--- src/rtl/sysclk_pkg.sv ---
package sysclk_pkg;

  // Main-oscillator mode codes (bit 2 clear = crystal family)
  typedef enum logic [2:0] {
    OM_LP    = 3'd0,
    OM_XT    = 3'd1,
    OM_HS    = 3'd2,
    OM_HSPLL = 3'd3,
    OM_RC    = 3'd4,
    OM_RCIO  = 3'd5,
    OM_EC    = 3'd6,
    OM_ECIO  = 3'd7
  } osc_mode_e;

  // Qualification sequencer states
  typedef enum logic [2:0] {
    QS_IDLE   = 3'd0,
    QS_START  = 3'd1,
    QS_LOCK   = 3'd2,
    QS_SETTLE = 3'd3,
    QS_DONE   = 3'd4
  } qual_state_e;

  function automatic logic mode_is_crystal(input osc_mode_e m);
    return (m == OM_LP) || (m == OM_XT) || (m == OM_HS) || (m == OM_HSPLL);
  endfunction

  function automatic logic mode_has_pll(input osc_mode_e m);
    return m == OM_HSPLL;
  endfunction

  function automatic int max3(input int a, input int b, input int c);
    int t;
    t = (a > b) ? a : b;
    return (t > c) ? t : c;
  endfunction

endpackage

--- src/rtl/sysclk_qualifier.sv ---
module sysclk_qualifier
  import sysclk_pkg::*;
#(
  parameter int OST_CYCLES      = 1024,
  parameter int PLL_LOCK_CYCLES = 4096,
  parameter int SETTLE_CYCLES   = 8
) (
  input  logic       clk,
  input  logic       rst_n,
  input  logic       req,
  input  logic [2:0] mode,
  input  logic       main_tick,
  output logic       busy,
  output logic       ready
);

  localparam int MAX_CNT = max3(OST_CYCLES, PLL_LOCK_CYCLES, SETTLE_CYCLES);
  localparam int CNT_W   = (MAX_CNT > 1) ? $clog2(MAX_CNT) : 1;
  localparam logic [CNT_W-1:0] START_LAST  = CNT_W'(OST_CYCLES - 1);
  localparam logic [CNT_W-1:0] LOCK_LAST   = CNT_W'(PLL_LOCK_CYCLES - 1);
  localparam logic [CNT_W-1:0] SETTLE_LAST = CNT_W'(SETTLE_CYCLES - 1);
  localparam logic [CNT_W-1:0] CNT_ONE     = CNT_W'(1);

  qual_state_e      state;
  osc_mode_e        mode_q;
  logic [CNT_W-1:0] cnt;
  osc_mode_e        mode_in;

  assign mode_in = osc_mode_e'(mode);

  always_ff @(posedge clk or negedge rst_n) begin
    if (!rst_n) begin
      state  <= QS_IDLE;
      mode_q <= OM_LP;
      cnt    <= '0;
    end else begin
      case (state)
        QS_IDLE: begin
          cnt <= '0;
          if (req) begin
            mode_q <= mode_in;
            state  <= mode_is_crystal(mode_in) ? QS_START : QS_SETTLE;
          end
        end
        QS_START: begin
          if (!req) begin
            state <= QS_IDLE;
            cnt   <= '0;
          end else if (main_tick) begin
            if (cnt == START_LAST) begin
              cnt   <= '0;
              state <= mode_has_pll(mode_q) ? QS_LOCK : QS_DONE;
            end else begin
              cnt <= cnt + CNT_ONE;
            end
          end
        end
        QS_LOCK: begin
          if (!req) begin
            state <= QS_IDLE;
            cnt   <= '0;
          end else if (cnt == LOCK_LAST) begin
            cnt   <= '0;
            state <= QS_DONE;
          end else begin
            cnt <= cnt + CNT_ONE;
          end
        end
        QS_SETTLE: begin
          if (!req) begin
            state <= QS_IDLE;
            cnt   <= '0;
          end else if (main_tick) begin
            if (cnt == SETTLE_LAST) begin
              cnt   <= '0;
              state <= QS_DONE;
            end else begin
              cnt <= cnt + CNT_ONE;
            end
          end
        end
        QS_DONE: begin
          cnt <= '0;
          if (!req) state <= QS_IDLE;
        end
        default: begin
          state <= QS_IDLE;
          cnt   <= '0;
        end
      endcase
    end
  end

  assign busy  = (state == QS_START) || (state == QS_LOCK) || (state == QS_SETTLE);
  assign ready = (state == QS_DONE);

endmodule

--- src/rtl/sysclk_src_sel.sv ---
module sysclk_src_sel (
  input  logic clk,
  input  logic rst_n,
  input  logic want_main,
  input  logic sec_tick,
  input  logic main_tick,
  input  logic at_q4,
  output logic src_main,
  output logic sys_tick
);

  logic wrap_edge;

  assign sys_tick  = src_main ? main_tick : sec_tick;
  assign wrap_edge = sys_tick && at_q4;

  // Source changes only as the outgoing ring leaves Q4
  always_ff @(posedge clk or negedge rst_n) begin
    if (!rst_n) begin
      src_main <= 1'b0;
    end else if (wrap_edge && (src_main != want_main)) begin
      src_main <= want_main;
    end
  end

endmodule

--- src/rtl/sysclk_qphase.sv ---
module sysclk_qphase #(
  parameter int NPH  = 4,
  parameter int PC_W = 16,
  parameter int PC_STEP = 2
) (
  input  logic            clk,
  input  logic            rst_n,
  input  logic            adv,
  output logic [NPH-1:0]  phase,
  output logic            at_last,
  output logic [PC_W-1:0] pc
);

  localparam logic [PC_W-1:0] STEP = PC_W'(PC_STEP);
  localparam logic [NPH-1:0]  FIRST = NPH'(1);

  logic [NPH-1:0] phase_nxt;

  for (genvar i = 0; i < NPH; i++) begin : g_ring
    assign phase_nxt[i] = phase[(i + NPH - 1) % NPH];
  end

  assign at_last = phase[NPH-1];

  always_ff @(posedge clk or negedge rst_n) begin
    if (!rst_n) begin
      phase <= FIRST;
      pc    <= '0;
    end else if (adv) begin
      phase <= phase_nxt;
      if (at_last) pc <= pc + STEP;
    end
  end

endmodule

--- src/rtl/sysclk_switch.sv ---
module sysclk_switch #(
  parameter int OST_CYCLES      = 1024,
  parameter int PLL_LOCK_CYCLES = 4096,
  parameter int SETTLE_CYCLES   = 8,
  parameter int PC_W            = 16
) (
  input  logic            clk,
  input  logic            rst_n,
  input  logic            clk_sel,
  input  logic [2:0]      osc_mode,
  input  logic            sec_tick,
  input  logic            main_tick,
  output logic            sys_tick,
  output logic [3:0]      q_phase,
  output logic [PC_W-1:0] pc,
  output logic            qual_busy,
  output logic            main_active
);

  logic q_ready;
  logic src_main;
  logic at_q4;
  logic want_main;

  sysclk_qualifier #(
    .OST_CYCLES      (OST_CYCLES),
    .PLL_LOCK_CYCLES (PLL_LOCK_CYCLES),
    .SETTLE_CYCLES   (SETTLE_CYCLES)
  ) u_qual (
    .clk       (clk),
    .rst_n     (rst_n),
    .req       (clk_sel),
    .mode      (osc_mode),
    .main_tick (main_tick),
    .busy      (qual_busy),
    .ready     (q_ready)
  );

  assign want_main = q_ready && clk_sel;

  sysclk_src_sel u_sel (
    .clk       (clk),
    .rst_n     (rst_n),
    .want_main (want_main),
    .sec_tick  (sec_tick),
    .main_tick (main_tick),
    .at_q4     (at_q4),
    .src_main  (src_main),
    .sys_tick  (sys_tick)
  );

  sysclk_qphase #(
    .NPH     (4),
    .PC_W    (PC_W),
    .PC_STEP (2)
  ) u_phase (
    .clk     (clk),
    .rst_n   (rst_n),
    .adv     (sys_tick),
    .phase   (q_phase),
    .at_last (at_q4),
    .pc      (pc)
  );

  assign main_active = src_main && want_main;

endmodule

--- config.mk ---
export PLATFORM = sky130hd
export DESIGN_NAME = sysclk_switch
export DESIGN_NICKNAME = d
export VERILOG_FILES = /design/src/rtl/sysclk_pkg.sv /design/src/rtl/sysclk_qualifier.sv /design/src/rtl/sysclk_src_sel.sv /design/src/rtl/sysclk_qphase.sv /design/src/rtl/sysclk_switch.sv
export SDC_FILE = /design/constraint.sdc
export NUM_CORES = 1
export LEC_CHECK = 0
export BUFFER_PORTS_ARGS = -buffer_cell sky130_fd_sc_hd__buf_2
export CORE_MARGIN = 5
export CORE_UTILIZATION = 39
export CTS_CLUSTER_DIAMETER = 60
export DETAILED_ROUTE_END_ITERATION = 7
export GPL_ROUTABILITY_DRIVEN = 0
export SLEW_MARGIN = 40
export SYNTH_ARGS = -nofsm -noshare
export SYNTH_HDL_FRONTEND = slang
export SYNTH_HIERARCHICAL = 1
export SYNTH_SLANG_ARGS = --single-unit
--- constraint.sdc ---
create_clock -name clk -period 4.2 [get_ports clk]
set_input_delay 0.42 -clock clk [delete_from_list [all_inputs] [get_ports clk]]
set_output_delay 0.42 -clock clk [all_outputs]
set_load 0.01 [all_outputs]
==> impl_metrics.csv <==
group,metric,value,unit
run_status,status,"finished clean",
pwr,switchingPower,0.000354,W
drt,routed_wl,3.91,mm
logic_synthesis,synth_top_area_share,47.3,%
layout,final_nets,222,
grt,grtUsageMet1,16.2,%
floorplanning,fp.dieH,80.9,um
logic_synthesis,synth.area.top_cells,"dfrtp_1 (47%), mux2_2 (4.6%), xnor2_1 (4.5%)",
logic_synthesis,avgSynthCellArea,10.9,um2
floorplanning,dieArea,6540,um2
logic_synthesis,synth_cells,179,
pwr,cellLeakagePower,1.04,nW
pwr,p_clk_share,23.7,%
flow_run,cap_violations,0,
clock_network,clkLatencyLatePin,280,ps
logic_synthesis,synth_cell_types,54,
timing,final_max_slew_viol_count,0,
pwr,peakVddDrop,0.000250,V
logic_synthesis,synth_seq_area_share,48.6,%
pwr,p_total,0.00107,W
layout,diodes,0,
min_path,hold_class,"input port to asynchronous set/reset pin",
layout,area_growth,15.3,%
critical_path,worstPathRequired,4370,ps
timing,rsz0062_at_grt,"false",
grt,track_usage,12.9,%
timing,final_hold_viol_count,0,
clock_network,cts_tree,"yes",
placed_design,dp_hpwl,2.92,mm
clock_network,cts.path.max_buffers,2,
timing,relSlewSlack,65.8,%
floorplanning,fp-row-count,25,
pwr,comb_power_share,29.2,%
timing,setup_tns,0,ps
timing,period_share,46.7,%
timing,hold_ws,90.7,ps
logic_synthesis,yosysTopAreaCell,"dfrtp_1",
logic_synthesis,ys.flop_type,"dfrtp_1",
clock_network,cts_root_buf,"clkbuf_8",
layout,n_fill_cell,462,
clock_network,cts_hold_buf,0,
drt,drt_pass1_iterations,4,
floorplanning,ios,31,
timing,fin_crit,1960,ps
floorplanning,start_util,40.9,%
grt,busiest_layer,"met2",
logic_synthesis,syn-cell-area,1960,um2
pwr,power.density,472,nW/um2
layout,final_util,47.2,%
timing,fmax,509,MHz
critical_path,arrival,2130,ps
clock_network,clk_pin_slew,70,ps
grt,grtUsageMet2,20.1,%
grt,first_global_vias,1462,
logic_synthesis,syn_nets,189,
logic_synthesis,synthArstFlopShare,100,%
timing,setup_viol,0,
drt,drc,0,
grt,grt_pass1_wl,6.54,mm
drt,vias_per_cell,5.20,
logic_synthesis,synth_edf_count,0,
pwr,seqPwrFrac,47.1,%
drt,num_vias,1456,
grt,grt_max_degree,39,
clock_network,post_cts_resized,0,
clock_network,clock-sinks,38,
critical_path,worstSetupEndpointType,"flop",
clock_network,numCtsBuffers,5,
floorplanning,core_region_area,4790,um2
critical_path,crit_fanout,8,
drt,drt_iter0_drc,48,
timing,fin_skew,2.53,ps
drt,ant_nets,0,
critical_path,path_class,"flop to flop",
layout,layout-drive-gt1-share,28.6,%
placed_design,io_buffers,29,
critical_path,crit_path_start_kind,"flop",
grt,gr-usage-met3,4.21,%
grt,grt_overflow,0,
pwr,p_int,0.000712,W
logic_synthesis,yosys_warnings,6,
floorplanning,die_w,80.9,um
clock_network,htreeDepth,2,
logic_synthesis,synth_seq_cells,38,
drt,wl_per_cell,13.9,um
grt,grt_antenna_before_repair,0,
clock_network,post-cts-setup-buffer-count,0,
timing,worstMarginPinSlew,510,ps
pwr,switching_share,33.2,%
## worst paths after layout
path	from	endpoint	slack, ps	cells past startpoint
worst max-delay path	u_qual/cnt[0]$_DFFE_PN0P_	u_qual/state[1]$_DFFE_PN0P_	2240	6
worst min-delay path	rst_n	u_phase/phase[1]$_DFFE_PN0P_	90	1
worst max register to register	u_qual/cnt[0]$_DFFE_PN0P_	u_qual/state[1]$_DFFE_PN0P_	2240	6
worst min register to register	u_phase/pc[15]$_DFFE_PN0P_	u_phase/pc[15]$_DFFE_PN0P_	460	1
max in group asynchronous	rst_n	u_phase/phase[0]$_DFFE_PN1P_	3760	1
min in group clk	osc_mode[0]	u_qual/mode_q[0]$_DFFE_PN0P_	370	2
## power by group through the flow
stage / Clock, W / Sequential (W) / Combinational, W
6_report: 0.000252 / 0.000503 / 0.000311
5_1_grt: 0.000277 / 0.000515 / 0.000347
4_1_cts: 0.000264 / 0.000502 / 0.000314
3_5_place_dp: 0 / 0.000509 / 0.000313
3_3_place_gp: 0 / 0.000508 / 0.000308
2_1_floorplan: 0 / 0.000502 / 0.000223
## worst max-delay path, cell delays in order (launching register included)
cell and delay, ps:
dfrtp_1 390, ha_1 190, nand2_1 130, o41ai_2 420
o21ai_2 170, nor2_4 240, mux2_4 320
## flip-flops by register name (all words and copies together), names as in the netlist
signal and cells:
u_sel/src_main 1, u_qual/mode_q 3, u_qual/cnt 12, u_phase/pc 15, u_qual/state 3, u_phase/phase 4
## synthesized netlist by cell type (all sizes together), types with 2 or more instances
master,number
nor2,19
nor3,7
o211ai,3
o41ai,2
and2,3
ha,2
or2,2
xnor2,10
nand2,17
o31ai,3
nand3,9
and3,2
xor2,10
inv,7
buf,3
nor4bb,2
nor4,2
o21ai,4
nand2b,2
mux2,9
nand4,5
a21oi,2
dfrtp,37
## area by class of cell
| cell class | count | area, um2 | area share [%] |
|---|---|---|---|
| sequential | 38 | 952 | 42.2 |
| tap | 67 | 83.8 | 3.71 |
| timing repair buffer | 29 | 148 | 6.54 |
| clock buffer | 7 | 86.3 | 3.82 |
| clock inverter | 1 | 5.00 | 0.222 |
| multi-input combinational | 131 | 957 | 42.4 |
| inverter | 7 | 26.3 | 1.16 |
## metrics by stage
stage | area [um2] | instances | setup slack (ps)
detailed placement | 2170 | 272 | 2260
global placement | 2160 | 272 | 2300
global route | 2260 | 280 | 2080
floorplan | 1960 | 179 | 2430
CTS | 2260 | 280 | 2250
finish | 2260 | 280 | 2240
## per-layer routing
layer | vias up | wire [um]
met5 | - | 0
met4 | 0 | 59
met3 | 6 | 250
met2 | 42 | 1790
met1 | 706 | 1810
li1 | 702 | -
## kinds of logic (layout without fill, tap and decap cells)
logic type | after synthesis | after routing | synth area share [%]
buffers and inverters | 10 | 44 | 2.49
AND/OR/NAND/NOR | 76 | 76 | 23.2
flip-flops | 38 | 38 | 48.6
adder cells (fa/ha/maj) | 2 | 2 | 1.28
XOR/XNOR | 20 | 20 | 8.95
AO/OA/AOI/OAI | 22 | 22 | 9.39
multiplexers | 10 | 10 | 5.88
other | 1 | 1 | 0.192
## placed cells by master (no fill, tap or decap), types with 2 or more instances in the layout
cell	count
a21oi_1	2
nor3_1	6
inv_1	7
ha_1	2
clkbuf_8	6
o211ai_1	2
nand2_1	17
nand3_1	8
and2_1	3
dfrtp_1	37
xor2_1	10
nand4_1	3
mux2_2	8
xnor2_1	10
buf_2	28
nor4bb_1	2
nor2_1	18
and3_1	2
o21ai_1	2
o31ai_1	2
Note: power is estimated with default switching activity, not from simulation.
